--- config.mk ---
export PLATFORM = sky130hd
export DESIGN_NAME = auto_baud_detect
export DESIGN_NICKNAME = d
export VERILOG_FILES = /design/src/rtl/abd_pkg.sv /design/src/rtl/abd_sync2.sv /design/src/rtl/abd_edge_timer.sv /design/src/rtl/abd_judge.sv /design/src/rtl/auto_baud_detect.sv
export SDC_FILE = /design/constraint.sdc
export NUM_CORES = 1
export LEC_CHECK = 0
export BUFFER_PORTS_ARGS = -buffer_cell sky130_fd_sc_hd__buf_2
export CORE_ASPECT_RATIO = 1.4
export CORE_MARGIN = 2
export CORE_UTILIZATION = 62
export CTS_BUF_LIST = sky130_fd_sc_hd__clkbuf_16
export CTS_CLUSTER_SIZE = 25
export DETAILED_ROUTE_END_ITERATION = 8
export PLACE_DENSITY_LB_ADDON = 0.1
export SKIP_CTS_REPAIR_TIMING = 1
export SYNTH_ARGS = -nofsm -noshare
export SYNTH_HDL_FRONTEND = slang
export SYNTH_HIERARCHICAL = 1
export SYNTH_SLANG_ARGS = --single-unit
export TNS_END_PERCENT = 1
--- constraint.sdc ---
create_clock -name clk_i -period 4.9 [get_ports clk_i]
set_input_delay 0.49 -clock clk_i [delete_from_list [all_inputs] [get_ports clk_i]]
set_output_delay 0.49 -clock clk_i [all_outputs]
set_load 0.03 [all_outputs]
--- src/rtl/abd_pkg.sv ---
package abd_pkg;
   localparam logic [7:0] SYNC_CHAR = 8'h86;

   typedef enum logic [2:0] {
      ST_IDLE_WAIT = 3'd0,
      ST_ANCHOR    = 3'd1,
      ST_RISE1     = 3'd2,
      ST_FALL2     = 3'd3,
      ST_RISE2     = 3'd4,
      ST_LOCKED    = 3'd5
   } abd_state_e;
endpackage

--- src/rtl/abd_sync2.sv ---
module abd_sync2 #(
   parameter int   STAGES    = 2,
   parameter logic RESET_VAL = 1'b1
) (
   input  logic clk_i,
   input  logic rst_ni,
   input  logic d_i,
   output logic q_o
);
   logic [STAGES-1:0] pipe_q;

   always_ff @(posedge clk_i or negedge rst_ni) begin
      if (!rst_ni) pipe_q <= {STAGES{RESET_VAL}};
      else         pipe_q <= {pipe_q[STAGES-2:0], d_i};
   end

   assign q_o = pipe_q[STAGES-1];
endmodule

--- src/rtl/abd_edge_timer.sv ---
module abd_edge_timer #(
   parameter int CW = 16
) (
   input  logic          clk_i,
   input  logic          rst_ni,
   input  logic          line_i,
   input  logic          restart_i,
   output logic          rise_o,
   output logic          fall_o,
   output logic [CW-1:0] stamp_o,
   output logic          sat_o
);
   localparam logic [CW-1:0] CNT_MAX = {CW{1'b1}};

   logic          line_d_q;
   logic [CW-1:0] cnt_q;

   always_ff @(posedge clk_i or negedge rst_ni) begin
      if (!rst_ni) begin
         line_d_q <= 1'b1;
         cnt_q    <= '0;
      end else begin
         line_d_q <= line_i;
         if (restart_i)            cnt_q <= CW'(1);
         else if (cnt_q != CNT_MAX) cnt_q <= cnt_q + CW'(1);
      end
   end

   assign rise_o  = ~line_d_q & line_i;
   assign fall_o  = line_d_q & ~line_i;
   assign stamp_o = cnt_q;
   assign sat_o   = (cnt_q == CNT_MAX);
endmodule

--- src/rtl/abd_judge.sv ---
module abd_judge #(
   parameter int CW         = 16,
   parameter int SHIFT      = 3,
   parameter int MIN_PERIOD = 4
) (
   input  logic [CW-1:0] t_rise1_i,
   input  logic [CW-1:0] t_fall2_i,
   input  logic [CW-1:0] t_rise2_i,
   output logic          accept_o,
   output logic [CW-1:0] period_o
);
   localparam logic [CW:0] ROUND = (CW+1)'(1) << (SHIFT-1);

   logic [CW-1:0] gap_cd;
   logic [CW:0]   rounded;

   always_comb begin
      gap_cd   = t_rise2_i - t_fall2_i;
      rounded  = ({1'b0, t_rise2_i} + ROUND) >> SHIFT;
      period_o = rounded[CW-1:0];
      accept_o = (t_rise1_i <= gap_cd) && (period_o >= CW'(MIN_PERIOD));
   end
endmodule

--- src/rtl/auto_baud_detect.sv ---
module auto_baud_detect
   import abd_pkg::*;
#(
   parameter int CW         = 16,
   parameter int SHIFT      = 3,
   parameter int MIN_PERIOD = 4,
   parameter int IDLE_CYC   = 16,
   parameter int SYNC_DEPTH = 2,
   parameter bit ECHO_EN    = 1'b1
) (
   input  logic          clk_i,
   input  logic          rst_ni,
   input  logic          rearm_i,
   input  logic          rxd_i,
   output logic          lock_o,
   output logic          err_o,
   output logic [CW-1:0] bit_period_o,
   output logic          echo_req_o,
   output logic [7:0]    echo_byte_o
);
   localparam int IW = $clog2(IDLE_CYC + 1);

   if (CW < 8)           begin : g_bad_cw    $error("CW must be at least 8");         end
   if (SHIFT != 3)       begin : g_bad_shift $error("sync pattern spans 8 bit times"); end
   if (IDLE_CYC < 2)     begin : g_bad_idle  $error("IDLE_CYC must be at least 2");   end
   if (SYNC_DEPTH < 2)   begin : g_bad_sync  $error("SYNC_DEPTH must be at least 2"); end
   if (MIN_PERIOD < 1)   begin : g_bad_min   $error("MIN_PERIOD must be positive");   end

   logic          rx_s;
   logic          rise, fall, sat, restart;
   logic [CW-1:0] stamp;
   logic          accept;
   logic [CW-1:0] period_calc;

   abd_state_e    state_q;
   logic [IW-1:0] idle_q;
   logic [CW-1:0] t_r1_q, t_f2_q, period_q;
   logic          lock_q, err_q, echo_q;

   abd_sync2 #(.STAGES(SYNC_DEPTH), .RESET_VAL(1'b1)) u_sync (
      .clk_i (clk_i),
      .rst_ni(rst_ni),
      .d_i   (rxd_i),
      .q_o   (rx_s)
   );

   abd_edge_timer #(.CW(CW)) u_timer (
      .clk_i    (clk_i),
      .rst_ni   (rst_ni),
      .line_i   (rx_s),
      .restart_i(restart),
      .rise_o   (rise),
      .fall_o   (fall),
      .stamp_o  (stamp),
      .sat_o    (sat)
   );

   abd_judge #(.CW(CW), .SHIFT(SHIFT), .MIN_PERIOD(MIN_PERIOD)) u_judge (
      .t_rise1_i(t_r1_q),
      .t_fall2_i(t_f2_q),
      .t_rise2_i(stamp),
      .accept_o (accept),
      .period_o (period_calc)
   );

   assign restart = (state_q == ST_ANCHOR) && fall && !rearm_i;

   always_ff @(posedge clk_i or negedge rst_ni) begin
      if (!rst_ni) begin
         state_q  <= ST_IDLE_WAIT;
         idle_q   <= '0;
         t_r1_q   <= '0;
         t_f2_q   <= '0;
         period_q <= '0;
         lock_q   <= 1'b0;
         err_q    <= 1'b0;
         echo_q   <= 1'b0;
      end else begin
         echo_q <= 1'b0;
         if (rearm_i) begin
            state_q <= ST_IDLE_WAIT;
            idle_q  <= '0;
            lock_q  <= 1'b0;
            err_q   <= 1'b0;
         end else begin
            unique case (state_q)
               ST_IDLE_WAIT: begin
                  if (!rx_s)                          idle_q <= '0;
                  else if (idle_q == IW'(IDLE_CYC-1)) state_q <= ST_ANCHOR;
                  else                                idle_q <= idle_q + IW'(1);
               end
               ST_ANCHOR: if (fall) state_q <= ST_RISE1;
               ST_RISE1: begin
                  if (rise) begin
                     t_r1_q  <= stamp;
                     state_q <= ST_FALL2;
                  end else if (sat) begin
                     err_q   <= 1'b1;
                     idle_q  <= '0;
                     state_q <= ST_IDLE_WAIT;
                  end
               end
               ST_FALL2: begin
                  if (fall) begin
                     t_f2_q  <= stamp;
                     state_q <= ST_RISE2;
                  end else if (sat) begin
                     err_q   <= 1'b1;
                     idle_q  <= '0;
                     state_q <= ST_IDLE_WAIT;
                  end
               end
               ST_RISE2: begin
                  if (rise && accept) begin
                     period_q <= period_calc;
                     lock_q   <= 1'b1;
                     err_q    <= 1'b0;
                     echo_q   <= 1'b1;
                     state_q  <= ST_LOCKED;
                  end else if (rise || sat) begin
                     err_q   <= 1'b1;
                     idle_q  <= '0;
                     state_q <= ST_IDLE_WAIT;
                  end
               end
               ST_LOCKED: state_q <= ST_LOCKED;
               default:   state_q <= ST_IDLE_WAIT;
            endcase
         end
      end
   end

   assign lock_o       = lock_q;
   assign err_o        = err_q;
   assign bit_period_o = period_q;

   if (ECHO_EN) begin : g_echo
      assign echo_req_o  = echo_q;
      assign echo_byte_o = SYNC_CHAR;
   end else begin : g_no_echo
      assign echo_req_o  = 1'b0;
      assign echo_byte_o = 8'h00;
   end
endmodule

Yosys cells after proc, flatten, opt, wreduce, memory -nomap -nowiden
Cells that the tools add are included.

cells by class
  add/sub/neg operators = 4
  order comparisons = 2
  equality and inequality tests = 17
  multiplexer cells = 34
  bitwise logic cells = 5
  reductions and logical operators = 19

operators with widths
  operator                                                                count
  5-bit two-way mux                                                       8
  16-bit two-way mux                                                      2
  3-bit two-way mux                                                       9
  5-bit one-hot mux with 4 select lines                                   1
  3-bit inequality test, second input constant                            6
  3-bit one-hot mux with 6 select lines                                   1
  16-bit by 3-bit adder with 17-bit output, second input constant         1
  16-bit by 1-bit adder with 16-bit output, second input constant         1
  16-bit equality test, second input constant                             1
  16-bit less-or-equal comparator                                         1
  16-bit inequality test, second input constant                           1
  16-bit subtractor                                                       1
  14-bit by 3-bit >= comparator with 1-bit output, second input constant  1
  1-bit two-way mux                                                       12
  3-bit AND reduction                                                     3
  4-bit inequality test, second input constant                            2
  4-bit AND reduction                                                     2
  3-bit by 2-bit equality test with 1-bit output, second input constant   2
  3-bit equality test, second input constant                              2
  6-bit AND reduction                                                     1
  2-bit nonzero test                                                      3
  5-bit by 1-bit adder with 5-bit output, second input constant           1
  5-bit by 4-bit equality test with 1-bit output, second input constant   1
  5-bit nonzero test                                                      1
  11 further kinds                                                        17

storage, ports and cells
  register bits after elaboration = 76
  input bits = 4
  output and inout port bits = 27
  logic and storage cells = 92

Longest topological paths before layout
Gate-level depths: netlist of the first run.

  depth in word-level cells = 7
  gate-level depth with buffers = 20
  gate-level depth less buffers = 19

By module
Netlist of the first run, hierarchy kept.

modules (own cells, without submodules)
  module            instances  cells an instance  area an instance (um^2)  seq. area each (um^2)
  auto_baud_detect  1          197                2665.1                   1476.4
  abd_judge         1          209                1500.2                   0.0
  abd_edge_timer    1          97                 932.1                    426.7
  abd_sync2         1          2                  52.6                     52.6

Worst setup path after synthesis of the first run
OpenSTA, ideal clock, no wires.

  path kind = reg2reg
  from = register u_timer.cnt_q[7], in the netlist u_timer/stamp_o[7]
  to = register period_q[10], in the netlist bit_period_o[10]
  library setup time = 0.125 ns
  arrival time = 4.079 ns
  required time = 4.775 ns
  slack = 0.696 ns
  cell stages (with the launch flop) = 17
  path buffers = 2
  period minus slack after synthesis = 4.204 ns
  path through = dfrtp_1 -> ha_1 -> a21o_1 -> or3_1 -> o211ai_1 -> nand2_1 -> a221oi_2 -> xor2_1 -> ha_1 -> nand4_1 -> or4_1 -> a22oi_1 -> nand2_1 -> or2_1 -> buf_6 -> buf_6 -> mux2_4

between the ends
  word-level cells in the longest chain between the ends = 5
  elaborated cells between the ends (all ways) = 7
  those cells by class = 2 x add/sub; 2 x order compare; 3 x reduce/logical

ends and longest elaborated chain
  what                                                                                                RTL line                          text
  start, declared                                                                                     abd_edge_timer.sv:16              logic [CW-1:0] cnt_q;
  start signal, assigned                                                                              abd_edge_timer.sv:25              else if (cnt_q != CNT_MAX) cnt_q <= cnt_q + CW'(1);
  16-bit subtractor or 16-bit by 3-bit adder with 17-bit output (tied branches)                       abd_judge.sv:18, abd_judge.sv:19
  16-bit less-or-equal comparator or 14-bit by 3-bit >= comparator with 1-bit output (tied branches)  abd_judge.sv:21                   accept_o = (t_rise1_i <= gap_cd) && (period_o >= CW'(MIN_PERIOD));
  1-bit logical AND (*)                                                                               abd_judge.sv:21
  via accept                                                                                          auto_baud_detect.sv:32            logic accept;
  1-bit logical AND (*)                                                                               auto_baud_detect.sv:114           if (rise && accept) begin
  3-bit AND reduction (no line) (*)                                                                   n/a
  end signal, assigned                                                                                auto_baud_detect.sv:115           period_q <= period_calc;
  end, declared                                                                                       auto_baud_detect.sv:37            logic [CW-1:0] t_r1_q, t_f2_q, period_q;

The timed path passes the listed nets; every way through them passes the cells marked *.
A chain may end at the register's enable or synchronous reset.

Worst setup path after layout of the first run
  from = register u_timer.cnt_q[0], in the netlist u_timer/stamp_o[0]
  to = register idle_q[4]

between the ends
  word-level cells in the longest chain between the ends = 6
  elaborated cells between the ends (all ways) = 16
  those cells by class = 2 x add/sub; 2 x order compare; 3 x eq/ne; 5 x mux; 4 x reduce/logical

ends and longest elaborated chain
  what                                                                                                RTL line                          text
  16-bit subtractor or 16-bit by 3-bit adder with 17-bit output (tied branches)                       abd_judge.sv:18, abd_judge.sv:19
  16-bit less-or-equal comparator or 14-bit by 3-bit >= comparator with 1-bit output (tied branches)  abd_judge.sv:21
  1-bit logical AND (*)                                                                               abd_judge.sv:21
  via accept                                                                                          auto_baud_detect.sv:32
  1-bit logical AND (*)                                                                               auto_baud_detect.sv:114
  3-bit inequality test (no line) (*)                                                                 n/a
  6-bit AND reduction (no line) (*)                                                                   n/a
  end signal, assigned                                                                                auto_baud_detect.sv:90            else idle_q <= idle_q + IW'(1);
  end, declared                                                                                       auto_baud_detect.sv:36            logic [IW-1:0] idle_q;

The timed path passes the listed nets; every way through them passes the cells marked *. The select of a mux whose other input is x is not followed.

==> results of run 1 <==
-- per-layer routing --
metal | GRT usage (%) | vias up | wire length, um
met3 | 3.97 | 14 | 344
met1 | 31.8 | 1917 | 4560
met2 | 46.8 | 82 | 6050
met4 | 8.59 | 0 | 153
li1 | - | 1880 | -
met5 | 0 | - | 0
-- final timing paths --
path | start | to | slack [ps] | cells past startpoint
max | u_timer/stamp_o[0] | idle_q[4] | 350 | 17
min | rxd_i | u_sync/pipe_q[0] | 250 | 1
max reg2reg | u_timer/stamp_o[0] | idle_q[4] | 350 | 17
min reg2reg | u_sync/pipe_q[0] | u_sync/pipe_q[1] | 360 | 0
max in group asynchronous | rst_ni | idle_q[4] | 3950 | 1
min in group asynchronous | rst_ni | t_f2_q[11] | 300 | 1
-- cell families (layout without fill, tap and decap cells) --
kind of cell	after synthesis	after routing	share of synthesized area [%]
and+or+nand+nor	156	156	18.0
AOI/OAI and AO/OA	92	92	12.3
DFF	78	78	38.0
buffers and inverters	59	86	5.68
muxes	54	54	12.3
adders and majority gates	36	36	8.89
xor gates and xnor gates	27	27	4.59
other	3	10	0.219
-- state kept, by name, summed over array words and instances, names as in the netlist --
signal,cells
state_q,3
echo_req_o,1
bit_period_o,16
t_r1_q,16
err_o,1
u_timer/stamp_o,16
u_sync/pipe_q,2
idle_q,5
u_timer/line_d_q,1
t_f2_q,16
lock_o,1
-- worst register-to-register path, cell delays in order, from the launching register on --
cell,delay [ps]
dfrtp_1,430
inv_1,80
ha_1,180
fa_1,230
nor2b_1,80
o31a_1,290
o211ai_1,320
nand2_1,160
a221oi_2,270
xor2_1,100
ha_1,300
nand4_1,110
or4_1,540
a22oi_1,300
nand2_1,180
o22ai_2,260
nand4bb_2,250
mux2_2,360
-- where the power goes --
part	switching (uW)	total [uW]	internal [uW]
Sequential	1.72	649	647
Combinational	26.6	31.3	4.66
Clock	259	701	443
-- per-stage QoR --
step	TNS, ps	total power, uW	hold slack (ps)	util, %	setup slack (ps)
2_1_floorplan	0	682	194	-	696
3_3_place_gp	0	692	349	66.1	401
3_5_place_dp	0	693	351	66.1	238
4_1_cts	0	1390	243	70.0	220
5_1_grt	-18.1	1430	240	70.1	-9.38
6_report	0	1380	251	70.1	345
-- area by class of cell --
class                      count  area, um2  area share [%]
sequential                    78       1960            34.4
clock inverter                 7       90.1            1.59
clock buffer                   9        225            3.97
multi-input combinational    375       2940            51.8
inverter                      35        131            2.31
timing repair buffer          35        210            3.70
tap                          102        128            2.25
-- placed cells by master (no fill, tap or decap), types with 5 or more instances in the layout --
cell type,synthesis,layout
nand2b_1,6,6
nand2_1,25,25
and3_1,7,7
o21ai_0,17,17
a21oi_1,24,24
ha_1,35,35
or4_1,7,7
o41ai_1,5,5
xor2_1,10,10
a21o_1,10,10
buf_2,5,21
nor2_1,30,29
xnor2_1,17,17
nor3_1,11,11
conb_1,3,10
clkbuf_16,0,9
nand4_1,9,9
mux2_2,43,43
dfrtp_1,75,75
nand3b_1,5,5
nor2b_1,8,8
inv_1,35,36
or3_1,5,5
mux2_4,8,8
buf_4,11,14
o31ai_1,6,6
nand3_1,17,17
==> impl_metrics.xml, run 1 <==
<?xml version="1.0" encoding="UTF-8"?>
<metrics>
  <group name="status">
    <metric name="status" unit="">completed</metric>
  </group>
  <group name="grt">
    <metric name="grt_overflow" unit="">0</metric>
    <metric name="antenna_violations_before_repair" unit="">0</metric>
    <metric name="grt_start_max_net_pins" unit="">79</metric>
    <metric name="gr-usage-all-layers" unit="%">26.3</metric>
    <metric name="grt_pass1_vias" unit="">3859</metric>
    <metric name="grt_first_pass_wirelength" unit="mm">18.4</metric>
  </group>
  <group name="routing">
    <metric name="post_route_wl" unit="mm">11.1</metric>
    <metric name="detail_route.iter0.violations" unit="">248</metric>
    <metric name="drt_drc_violations_left" unit="">0</metric>
    <metric name="route.detailed.wl_per_inst" unit="um">17.3</metric>
    <metric name="drt.antenna.violating_nets" unit="">0</metric>
    <metric name="vias_per_cell" unit="">6.07</metric>
    <metric name="detailroute.via_count" unit="">3893</metric>
    <metric name="dr.pass1.iters" unit="">5</metric>
  </group>
  <group name="placed_design">
    <metric name="placed_instance_area" unit="um2">5360</metric>
    <metric name="detailed_place_hpwl" unit="mm">7.94</metric>
    <metric name="dp_cells" unit="">625</metric>
    <metric name="gp_congestion" unit="">0.853</metric>
    <metric name="port-buffer-count" unit="">22</metric>
  </group>
  <group name="floorplanning">
    <metric name="floorplan.io_pins" unit="">31</metric>
    <metric name="die_h" unit="um">112</metric>
    <metric name="start_util" unit="%">63.6</metric>
    <metric name="row_count" unit="">39</metric>
    <metric name="floorplan.die.width" unit="um">81.0</metric>
    <metric name="design.core.area" unit="um2">8100</metric>
    <metric name="die-area" unit="um2">9060</metric>
  </group>
  <group name="synthesis">
    <metric name="synth-main-ff-cell" unit="">dfrtp_1</metric>
    <metric name="flops_latches_synth" unit="">78</metric>
    <metric name="synth_largest_area_cell" unit="">dfrtp_1</metric>
    <metric name="synthesis.area_per_instance" unit="um2">10.2</metric>
    <metric name="synth_area_leaders" unit="">dfrtp_1 (36%), mux2_2 (9.4%), ha_1 (8.5%)</metric>
    <metric name="async_flop_share" unit="%">100</metric>
    <metric name="synth_seq_area_share" unit="%">38.0</metric>
    <metric name="netlist_instances" unit="">505</metric>
    <metric name="synth-warning-count" unit="">6</metric>
    <metric name="number_of_enable_flip_flop_cells_after_synthesis" unit="">0</metric>
    <metric name="synthTopCellsByCount" unit="">dfrtp_1 (75), mux2_2 (43), ha_1 (35), inv_1 (35), nor2_1 (30)</metric>
    <metric name="synthMostInstantiatedCell" unit="">dfrtp_1</metric>
    <metric name="synthDominantCellAreaShare" unit="%">36.4</metric>
    <metric name="synthDistinctLibCells" unit="">71</metric>
    <metric name="syn_area" unit="um2">5150</metric>
  </group>
  <group name="layout">
    <metric name="post_route_cells_drive_above_1_share" unit="%">23.0</metric>
    <metric name="finish.cell_count_without_fillers" unit="">641</metric>
    <metric name="syn_to_final_growth" unit="%">10.3</metric>
    <metric name="fin_nets" unit="">574</metric>
    <metric name="n_fill_cell" unit="">620</metric>
    <metric name="layout.cell_area.non_filler" unit="um2">5680</metric>
    <metric name="n_antenna_cell" unit="">0</metric>
  </group>
  <group name="worst_setup_path">
    <metric name="cpMaxStageDelayCell" unit="">or4_1</metric>
    <metric name="crit_path_max_fanout" unit="">6</metric>
    <metric name="critical-path-top-delay-family" unit="">compound AO/OA/AOI/OAI gates</metric>
    <metric name="cp.arrival" unit="ps">4780</metric>
    <metric name="worst_setup_path_end_kind" unit="">flip-flop</metric>
    <metric name="crit_path_cell_trace" unit="">inv_1 &gt; ha_1 &gt; fa_1 &gt; nor2b_1 &gt; o31a_1 &gt; o211ai_1 &gt; nand2_1 &gt; a221oi_2 &gt; xor2_1 &gt; ha_1 &gt; nand4_1 &gt; or4_1 &gt; a22oi_1 &gt; nand2_1 &gt; o22ai_2 &gt; nand4bb_2 &gt; mux2_2</metric>
    <metric name="start_kind" unit="">flip-flop</metric>
    <metric name="setup.worst_path.class" unit="">reg -&gt; reg</metric>
    <metric name="largest_stage_delay_on_the_critical_path" unit="ps">540</metric>
    <metric name="worst-endpoint-required" unit="ps">5120</metric>
    <metric name="path_buf_inv" unit="">1</metric>
  </group>
  <group name="flow_run">
    <metric name="max_cap_viol_count" unit="">0</metric>
  </group>
  <group name="sta">
    <metric name="timing.clock.skew" unit="ps">6.15</metric>
    <metric name="final_max_slew_viol_count" unit="">0</metric>
    <metric name="worstMarginPinSlew" unit="ps">987</metric>
    <metric name="setup_violations" unit="">0</metric>
    <metric name="min_period" unit="ps">4550</metric>
    <metric name="period_share" unit="%">93.0</metric>
    <metric name="timing.fmax" unit="MHz">220</metric>
    <metric name="slew-limit-headroom" unit="%">34.1</metric>
    <metric name="timing.final.hold_violations" unit="">0</metric>
  </group>
  <group name="power_and_ir_drop">
    <metric name="cellPowerDensity" unit="nW/um2">243</metric>
    <metric name="total_leakage_power" unit="uW">0.00273</metric>
    <metric name="irDropWorstVdd" unit="V">0.000183</metric>
  </group>
  <group name="clocking">
    <metric name="clk_root_buffer_cell" unit="">clkbuf_16</metric>
    <metric name="max-clock-path-buffers" unit="">2</metric>
    <metric name="clock_latency" unit="ps">330</metric>
    <metric name="h_tree_lvl_count" unit="">3</metric>
    <metric name="cts.reportedPaths.clkPinSlew" unit="ps">60</metric>
    <metric name="cts_tree" unit="">yes</metric>
    <metric name="clock_sink_count" unit="">78</metric>
    <metric name="cts_made_buffers" unit="">9</metric>
  </group>
  <group name="worst_hold_path">
    <metric name="worstHoldPathType" unit="">in -&gt; reg</metric>
  </group>
</metrics>
No activity file was read; power rests on OpenSTA's default activity.
==> run 2: changes to the inputs <==
--- a/config.mk
+++ b/config.mk
@@ -8,6 +8,6 @@
 export BUFFER_PORTS_ARGS = -buffer_cell sky130_fd_sc_hd__buf_2
 export CORE_ASPECT_RATIO = 1.4
-export CORE_MARGIN = 2
-export CORE_UTILIZATION = 62
+export CORE_MARGIN = 5
+export CORE_UTILIZATION = 60
 export CTS_BUF_LIST = sky130_fd_sc_hd__clkbuf_16
 export CTS_CLUSTER_SIZE = 25
==> constraint.sdc (replaced) <==
create_clock -name clk_i -period 4.9 [get_ports clk_i]
set_input_delay 1.225 -clock clk_i [delete_from_list [all_inputs] [get_ports clk_i]]
set_output_delay 1.225 -clock clk_i [all_outputs]
set_load 0.03 [all_outputs]
==> run 2 against run 1 <==
- global-route usage decreased by 4.1 points
- first-iteration DRC count decreased by 31%
- total power increased by 7.5%
- via count decreased by 0.31%
- setup slack got worse by 75 ps
- design area increased by 0.71%
- routed wire length decreased by 1.3%
- sequential cell count unchanged
- combinational power about the same
==> impl_metrics.xml, run 2 (synthesis results as in run 1) <==
<?xml version="1.0" encoding="UTF-8"?>
<metrics>
  <group name="layout">
    <metric name="n_antenna_cell" unit="">0</metric>
    <metric name="fin_nets" unit="">573</metric>
    <metric name="most-common-layout-cells" unit="">dfrtp_1 (75), mux2_2 (43), inv_1 (35), ha_1 (35), nor2_1 (29)</metric>
    <metric name="syn_to_final_growth" unit="%">11.1</metric>
    <metric name="post_route_cells_drive_above_1_share" unit="%">22.9</metric>
    <metric name="multi_input_comb_area" unit="um2">2940</metric>
    <metric name="layout_commonest_cell" unit="">dfrtp_1</metric>
    <metric name="layout.cell_area.non_filler" unit="um2">5720</metric>
    <metric name="layout.area.seq" unit="um2">1960</metric>
    <metric name="n_fill_cell" unit="">696</metric>
  </group>
  <group name="worst_setup_path">
    <metric name="cpMaxStageDelayCell" unit="">or4_1</metric>
    <metric name="start_kind" unit="">flip-flop</metric>
    <metric name="setup.worst_path.class" unit="">reg -&gt; reg</metric>
    <metric name="path_buf_inv" unit="">1</metric>
    <metric name="largest_stage_delay_on_the_critical_path" unit="ps">550</metric>
    <metric name="timing.reg2reg.worst_path_depth" unit="">15</metric>
    <metric name="cp.arrival" unit="ps">4850</metric>
    <metric name="critical-path-top-delay-family" unit="">simple AND/OR/NAND/NOR gates</metric>
    <metric name="worst-endpoint-required" unit="ps">5120</metric>
    <metric name="crit_path_max_fanout" unit="">18</metric>
    <metric name="crit_path_cell_trace" unit="">inv_1 &gt; ha_1 &gt; a21o_1 &gt; or3_1 &gt; o211ai_1 &gt; nand2_1 &gt; a221oi_2 &gt; xor2_1 &gt; ha_1 &gt; nand4_1 &gt; or4_1 &gt; a22oi_1 &gt; nand2_1 &gt; or2_2 &gt; mux2_4</metric>
    <metric name="worst_setup_path_end_kind" unit="">flip-flop</metric>
    <metric name="cp_num_cells" unit="">15</metric>
  </group>
  <group name="sta">
    <metric name="timing.final.hold_violations" unit="">0</metric>
    <metric name="period_share" unit="%">94.5</metric>
    <metric name="timing.clock.skew" unit="ps">4.57</metric>
    <metric name="worstMarginPinSlew" unit="ps">1000</metric>
    <metric name="timing.fmax" unit="MHz">216</metric>
    <metric name="min_period" unit="ps">4630</metric>
    <metric name="final_max_slew_viol_count" unit="">0</metric>
    <metric name="tns" unit="ps">0</metric>
    <metric name="slew-limit-headroom" unit="%">33.1</metric>
    <metric name="setup_repair_after_global_routing_missed_its_margin" unit="">false</metric>
    <metric name="setup_violations" unit="">0</metric>
  </group>
  <group name="floorplanning">
    <metric name="row_count" unit="">40</metric>
    <metric name="floorplan.die.width" unit="um">88.3</metric>
    <metric name="floorplan.io_pins" unit="">31</metric>
    <metric name="die-area" unit="um2">10600</metric>
    <metric name="design.core.area" unit="um2">8510</metric>
    <metric name="start_util" unit="%">60.5</metric>
    <metric name="die_h" unit="um">120</metric>
  </group>
  <group name="clocking">
    <metric name="clock_latency" unit="ps">340</metric>
    <metric name="cts_made_buffers" unit="">9</metric>
    <metric name="h_tree_lvl_count" unit="">3</metric>
    <metric name="cts_tree" unit="">yes</metric>
    <metric name="clk_root_buffer_cell" unit="">clkbuf_16</metric>
    <metric name="cts.reportedPaths.clkPinSlew" unit="ps">60</metric>
    <metric name="clock_sink_count" unit="">78</metric>
    <metric name="max-clock-path-buffers" unit="">2</metric>
  </group>
  <group name="routing">
    <metric name="dr.pass1.iters" unit="">5</metric>
    <metric name="route.detailed.wl_per_inst" unit="um">17.0</metric>
    <metric name="detailroute.via_count" unit="">3881</metric>
    <metric name="drt.antenna.violating_nets" unit="">0</metric>
    <metric name="drt_drc_violations_left" unit="">0</metric>
    <metric name="vias_per_cell" unit="">6.04</metric>
    <metric name="detail_route.iter0.violations" unit="">170</metric>
    <metric name="post_route_wl" unit="mm">11.0</metric>
  </group>
  <group name="grt">
    <metric name="antenna_violations_before_repair" unit="">0</metric>
    <metric name="grt_start_max_net_pins" unit="">79</metric>
    <metric name="grt_pass1_vias" unit="">3891</metric>
    <metric name="grt_overflow" unit="">0</metric>
    <metric name="grt_first_pass_wirelength" unit="mm">18.3</metric>
    <metric name="gr-usage-all-layers" unit="%">22.1</metric>
  </group>
  <group name="placed_design">
    <metric name="gp_congestion" unit="">0.893</metric>
    <metric name="detailed_place_hpwl" unit="mm">8.02</metric>
    <metric name="placed_instance_area" unit="um2">5350</metric>
    <metric name="port-buffer-count" unit="">22</metric>
  </group>
  <group name="power_and_ir_drop">
    <metric name="total_leakage_power" unit="uW">0.00274</metric>
    <metric name="irDropWorstVdd" unit="V">0.000231</metric>
    <metric name="cellPowerDensity" unit="nW/um2">260</metric>
  </group>
  <group name="flow_run">
    <metric name="max_cap_viol_count" unit="">0</metric>
  </group>
  <group name="worst_hold_path">
    <metric name="hold_depth" unit="">0</metric>
    <metric name="worstHoldPathType" unit="">reg -&gt; reg</metric>
  </group>
  <group name="status">
    <metric name="status" unit="">completed</metric>
  </group>
</metrics>
## run 2: cell types whose count changed in the layout (fill, tap and decap cells not counted), sizes merged
cell    delta
clkinv     -1
buf        -1
inv        -1
bufinv     +2
## run 2: routing by layer
layer  vias up  global-route usage [%]  share of wire, %  wire length, um
met4         0                    10.6               3.1              340
li1       1881                       -                 -                -
met1      1879                    26.1                40             4400
met2        94                    38.2                53             5850
met5         -                       0                 0                0
met3        27                    3.64               3.4              376
## run 2: area by class of cell
cell class / count / area share, %
Clock buffer: 9 / 3.94
Clock inverter: 7 / 2.38
Inverter: 35 / 2.30
Multi-Input combinational cell: 375 / 51.3
Sequential cell: 78 / 34.2
Tap cell: 105 / 2.30
Timing Repair Buffer: 34 / 3.54
## run 2: worst reg2reg max path, delay by kind of cell, from the launching register on
| family | cells | cell delay (ps) |
|---|---|---|
| xor gates and xnor gates | 1 | 100 |
| DFF | 1 | 350 |
| AOI/OAI and AO/OA | 4 | 1110 |
| adders and majority gates | 2 | 660 |
| and+or+nand+nor | 6 | 1870 |
| buffers and inverters | 1 | 50 |
| muxes | 1 | 370 |
## run 2: stage by stage
step | total power, uW | worst slack, ps | utilization (%) | hold slack [ps] | instances
finish | 1490 | 271 | 67.2 | 356 | 643
global route | 1530 | 9.31 | 67.2 | 367 | 643
CTS | 1500 | 205 | 67.1 | 358 | 643
detailed placement | 693 | 245 | 62.9 | 349 | 627
global placement | 692 | 391 | 62.9 | 347 | 627
floorplan | 682 | 696 | - | 345 | 512
## run 2: power breakdown
part | switching [uW] | internal (uW)
Combinational | 26.8 | 4.67
Clock | 259 | 546
Sequential | 1.75 | 647
Total | 288 | 1200
## run 2: worst paths after layout
check,start,to,slack [ps]
worst max-delay path,t_f2_q[7],bit_period_o[8],270
min in group asynchronous,rst_ni,t_f2_q[6],1030
worst min-delay path,u_sync/pipe_q[0],u_sync/pipe_q[1],360
worst min register to register,u_sync/pipe_q[0],u_sync/pipe_q[1],360
max in group asynchronous,rst_ni,bit_period_o[7],3200
worst max register to register,t_f2_q[7],bit_period_o[8],270
==> run 3: changes to the inputs <==
- CORE_MARGIN: 5 -> 4
- CTS_CLUSTER_DIAMETER: not set -> 150
==> run 3 against run 2 <==
- design area shrank 0.77%
- clock-buffer cell count stayed put
- sequential share of layout area grew 0.26 points
- clock skew hardly changed
- global-route usage is 1.0 points higher
- clock power fell by 13%
- total power fell by 7.0%
- routed wire length decreased by 0.83%
- first-iteration DRC count rose by 5.3%
- setup slack improved by 83 ps
- die area down 3.9%
- register-to-register slack better by 80 ps
- largest cell class unchanged
==> impl_metrics.xml, run 3 (synthesis results as in run 1) <==
<?xml version="1.0" encoding="UTF-8"?>
<metrics>
  <group name="floorplanning">
    <metric name="die-area" unit="um2">10200</metric>
    <metric name="design.core.area" unit="um2">8250</metric>
    <metric name="floorplan.die.width" unit="um">86.3</metric>
    <metric name="floorplan.io_pins" unit="">31</metric>
    <metric name="die_h" unit="um">118</metric>
    <metric name="row_count" unit="">39</metric>
    <metric name="start_util" unit="%">62.4</metric>
  </group>
  <group name="status">
    <metric name="status" unit="">completed</metric>
  </group>
  <group name="placed_design">
    <metric name="detailed_place_hpwl" unit="mm">7.97</metric>
    <metric name="port-buffer-count" unit="">22</metric>
    <metric name="gp_congestion" unit="">0.915</metric>
    <metric name="placed_instance_area" unit="um2">5360</metric>
    <metric name="post-place-ws" unit="ps">247</metric>
  </group>
  <group name="worst_hold_path">
    <metric name="min-delay-start" unit="">u_sync/pipe_q[0]</metric>
    <metric name="whs_endpoint" unit="">u_sync/pipe_q[1]</metric>
    <metric name="hold_depth" unit="">0</metric>
    <metric name="worstHoldPathType" unit="">reg -&gt; reg</metric>
  </group>
  <group name="sta">
    <metric name="worstMarginPinSlew" unit="ps">1020</metric>
    <metric name="slew-limit-headroom" unit="%">32.2</metric>
    <metric name="final_max_slew_viol_count" unit="">0</metric>
    <metric name="timing.final.ws_setup" unit="ps">354</metric>
    <metric name="min_period" unit="ps">4550</metric>
    <metric name="setup_repair_after_global_routing_missed_its_margin" unit="">false</metric>
    <metric name="timing.final.hold_violations" unit="">0</metric>
    <metric name="setup_violations" unit="">0</metric>
    <metric name="timing.clock.skew" unit="ps">4.62</metric>
    <metric name="timing.fmax" unit="MHz">220</metric>
    <metric name="period_share" unit="%">92.8</metric>
    <metric name="tns" unit="ps">0</metric>
  </group>
  <group name="grt">
    <metric name="grt_start_max_net_pins" unit="">79</metric>
    <metric name="grt_pass1_vias" unit="">3943</metric>
    <metric name="grt_overflow" unit="">0</metric>
    <metric name="gr-usage-all-layers" unit="%">23.1</metric>
    <metric name="antenna_violations_before_repair" unit="">0</metric>
    <metric name="grt_first_pass_wirelength" unit="mm">18.7</metric>
  </group>
  <group name="worst_setup_path">
    <metric name="worstReg2RegStart" unit="">u_timer/stamp_o[0]</metric>
    <metric name="setup.worst_path.class" unit="">reg -&gt; reg</metric>
    <metric name="crit_path_cell_trace" unit="">inv_1 &gt; ha_1 &gt; fa_1 &gt; nor2b_1 &gt; o31a_1 &gt; o211ai_1 &gt; nand2_1 &gt; a221oi_2 &gt; xor2_1 &gt; ha_1 &gt; nand4_1 &gt; or4_1 &gt; a22oi_2 &gt; nand2_1 &gt; o22ai_1 &gt; nand4bb_2 &gt; mux2_2</metric>
    <metric name="worst-endpoint-required" unit="ps">5120</metric>
    <metric name="crit_path_max_fanout" unit="">6</metric>
    <metric name="cp.arrival" unit="ps">4770</metric>
    <metric name="largest_stage_delay_on_the_critical_path" unit="ps">560</metric>
    <metric name="start_kind" unit="">flip-flop</metric>
    <metric name="crit-reg2reg-capture" unit="">idle_q[4]</metric>
    <metric name="worst_setup_path_end_kind" unit="">flip-flop</metric>
    <metric name="timing.reg2reg.worst_path_depth" unit="">17</metric>
    <metric name="ff2ff_setup_slack" unit="ps">350</metric>
    <metric name="cpMaxStageDelayCell" unit="">or4_1</metric>
  </group>
  <group name="power_and_ir_drop">
    <metric name="irDropWorstVdd" unit="V">0.000183</metric>
    <metric name="total_leakage_power" unit="uW">0.00273</metric>
    <metric name="cellPowerDensity" unit="nW/um2">244</metric>
  </group>
  <group name="layout">
    <metric name="n_antenna_cell" unit="">0</metric>
    <metric name="multi_input_comb_area" unit="um2">2940</metric>
    <metric name="layout_commonest_cell" unit="">dfrtp_1</metric>
    <metric name="syn_to_final_growth" unit="%">10.2</metric>
    <metric name="fin_nets" unit="">574</metric>
    <metric name="most-common-layout-cells" unit="">dfrtp_1 (75), mux2_2 (43), inv_1 (36)</metric>
    <metric name="utilization" unit="%">68.8</metric>
    <metric name="layout.cell_area.non_filler" unit="um2">5680</metric>
    <metric name="layout.area.seq" unit="um2">1960</metric>
    <metric name="post_route_cells_drive_above_1_share" unit="%">23.0</metric>
    <metric name="n_fill_cell" unit="">657</metric>
  </group>
  <group name="clocking">
    <metric name="cts.reportedPaths.clkPinSlew" unit="ps">60</metric>
    <metric name="max-clock-path-buffers" unit="">2</metric>
    <metric name="h_tree_lvl_count" unit="">3</metric>
    <metric name="cts_made_buffers" unit="">9</metric>
    <metric name="cts_tree" unit="">yes</metric>
    <metric name="clock_sink_count" unit="">78</metric>
    <metric name="clk_root_buffer_cell" unit="">clkbuf_16</metric>
    <metric name="clock_latency" unit="ps">340</metric>
  </group>
  <group name="routing">
    <metric name="drt.antenna.violating_nets" unit="">0</metric>
    <metric name="vias_per_cell" unit="">6.00</metric>
    <metric name="detailroute.via_count" unit="">3848</metric>
    <metric name="dr.pass1.iters" unit="">5</metric>
    <metric name="route.detailed.wl_per_inst" unit="um">17.0</metric>
    <metric name="detail_route.iter0.violations" unit="">179</metric>
    <metric name="post_route_wl" unit="mm">10.9</metric>
    <metric name="drt_drc_violations_left" unit="">0</metric>
  </group>
  <group name="flow_run">
    <metric name="max_cap_viol_count" unit="">0</metric>
  </group>
</metrics>
==> run 3: stage by stage <==
step	std cells	total power (uW)	hold WS, ps
after global placement	625	692	349
after floorplan	512	682	345
final	641	1380	357
after detailed placement	625	692	347
after global routing	641	1430	364
after CTS	641	1400	358
==> run 3: worst max path at each step <==
stage / startpoint / to / slack (ps) / depth (start not counted)
finish: u_timer/stamp_o[0] / idle_q[4] / 350 / 17
global route: u_timer/stamp_o[0] / idle_q[4] / 20 / 17
CTS: u_timer/stamp_o[0] / bit_period_o[12] / 200 / 16
detailed placement: t_f2_q[7] / bit_period_o[12] / 250 / 15
global placement: t_f2_q[7] / bit_period_o[9] / 400 / 15
floorplan: u_timer/stamp_o[7] / bit_period_o[10] / 700 / 16
==> run 3: routing by layer <==
layer	vias up	track usage [%]	part of all wire, %
met5	-	0	0
met4	0	9.75	2.4
met3	18	3.64	3.3
met2	81	40.9	53
met1	1874	27.2	41
li1	1875	-	-
==> run 3: power breakdown <==
part	leakage [uW]	switching, uW	internal [uW]	total (uW)
Sequential	0.00104	1.72	647	649
Clock	0.000157	259	443	702
Combinational	0.00154	26.4	4.65	31.0
Total	0.00273	287	1090	1380
==> run 3: worst max-delay path, delay by kind of cell, from the launching register on <==
family / cells / cell delay (ps)
compound gates: 5 / 1410
simple gates: 6 / 1350
fa+ha+maj: 3 / 710
flops: 1 / 430
mux: 1 / 360
xor+xnor: 1 / 100
buf+inv: 1 / 80
==> run 3: layout make-up <==
type / instances / area share, %
Multi-Input combinational cell: 375 / 51.7
Sequential cell: 78 / 34.5
Clock buffer: 9 / 3.97
Timing Repair Buffer: 35 / 3.70
Inverter: 35 / 2.31
Tap cell: 102 / 2.25
Clock inverter: 7 / 1.59
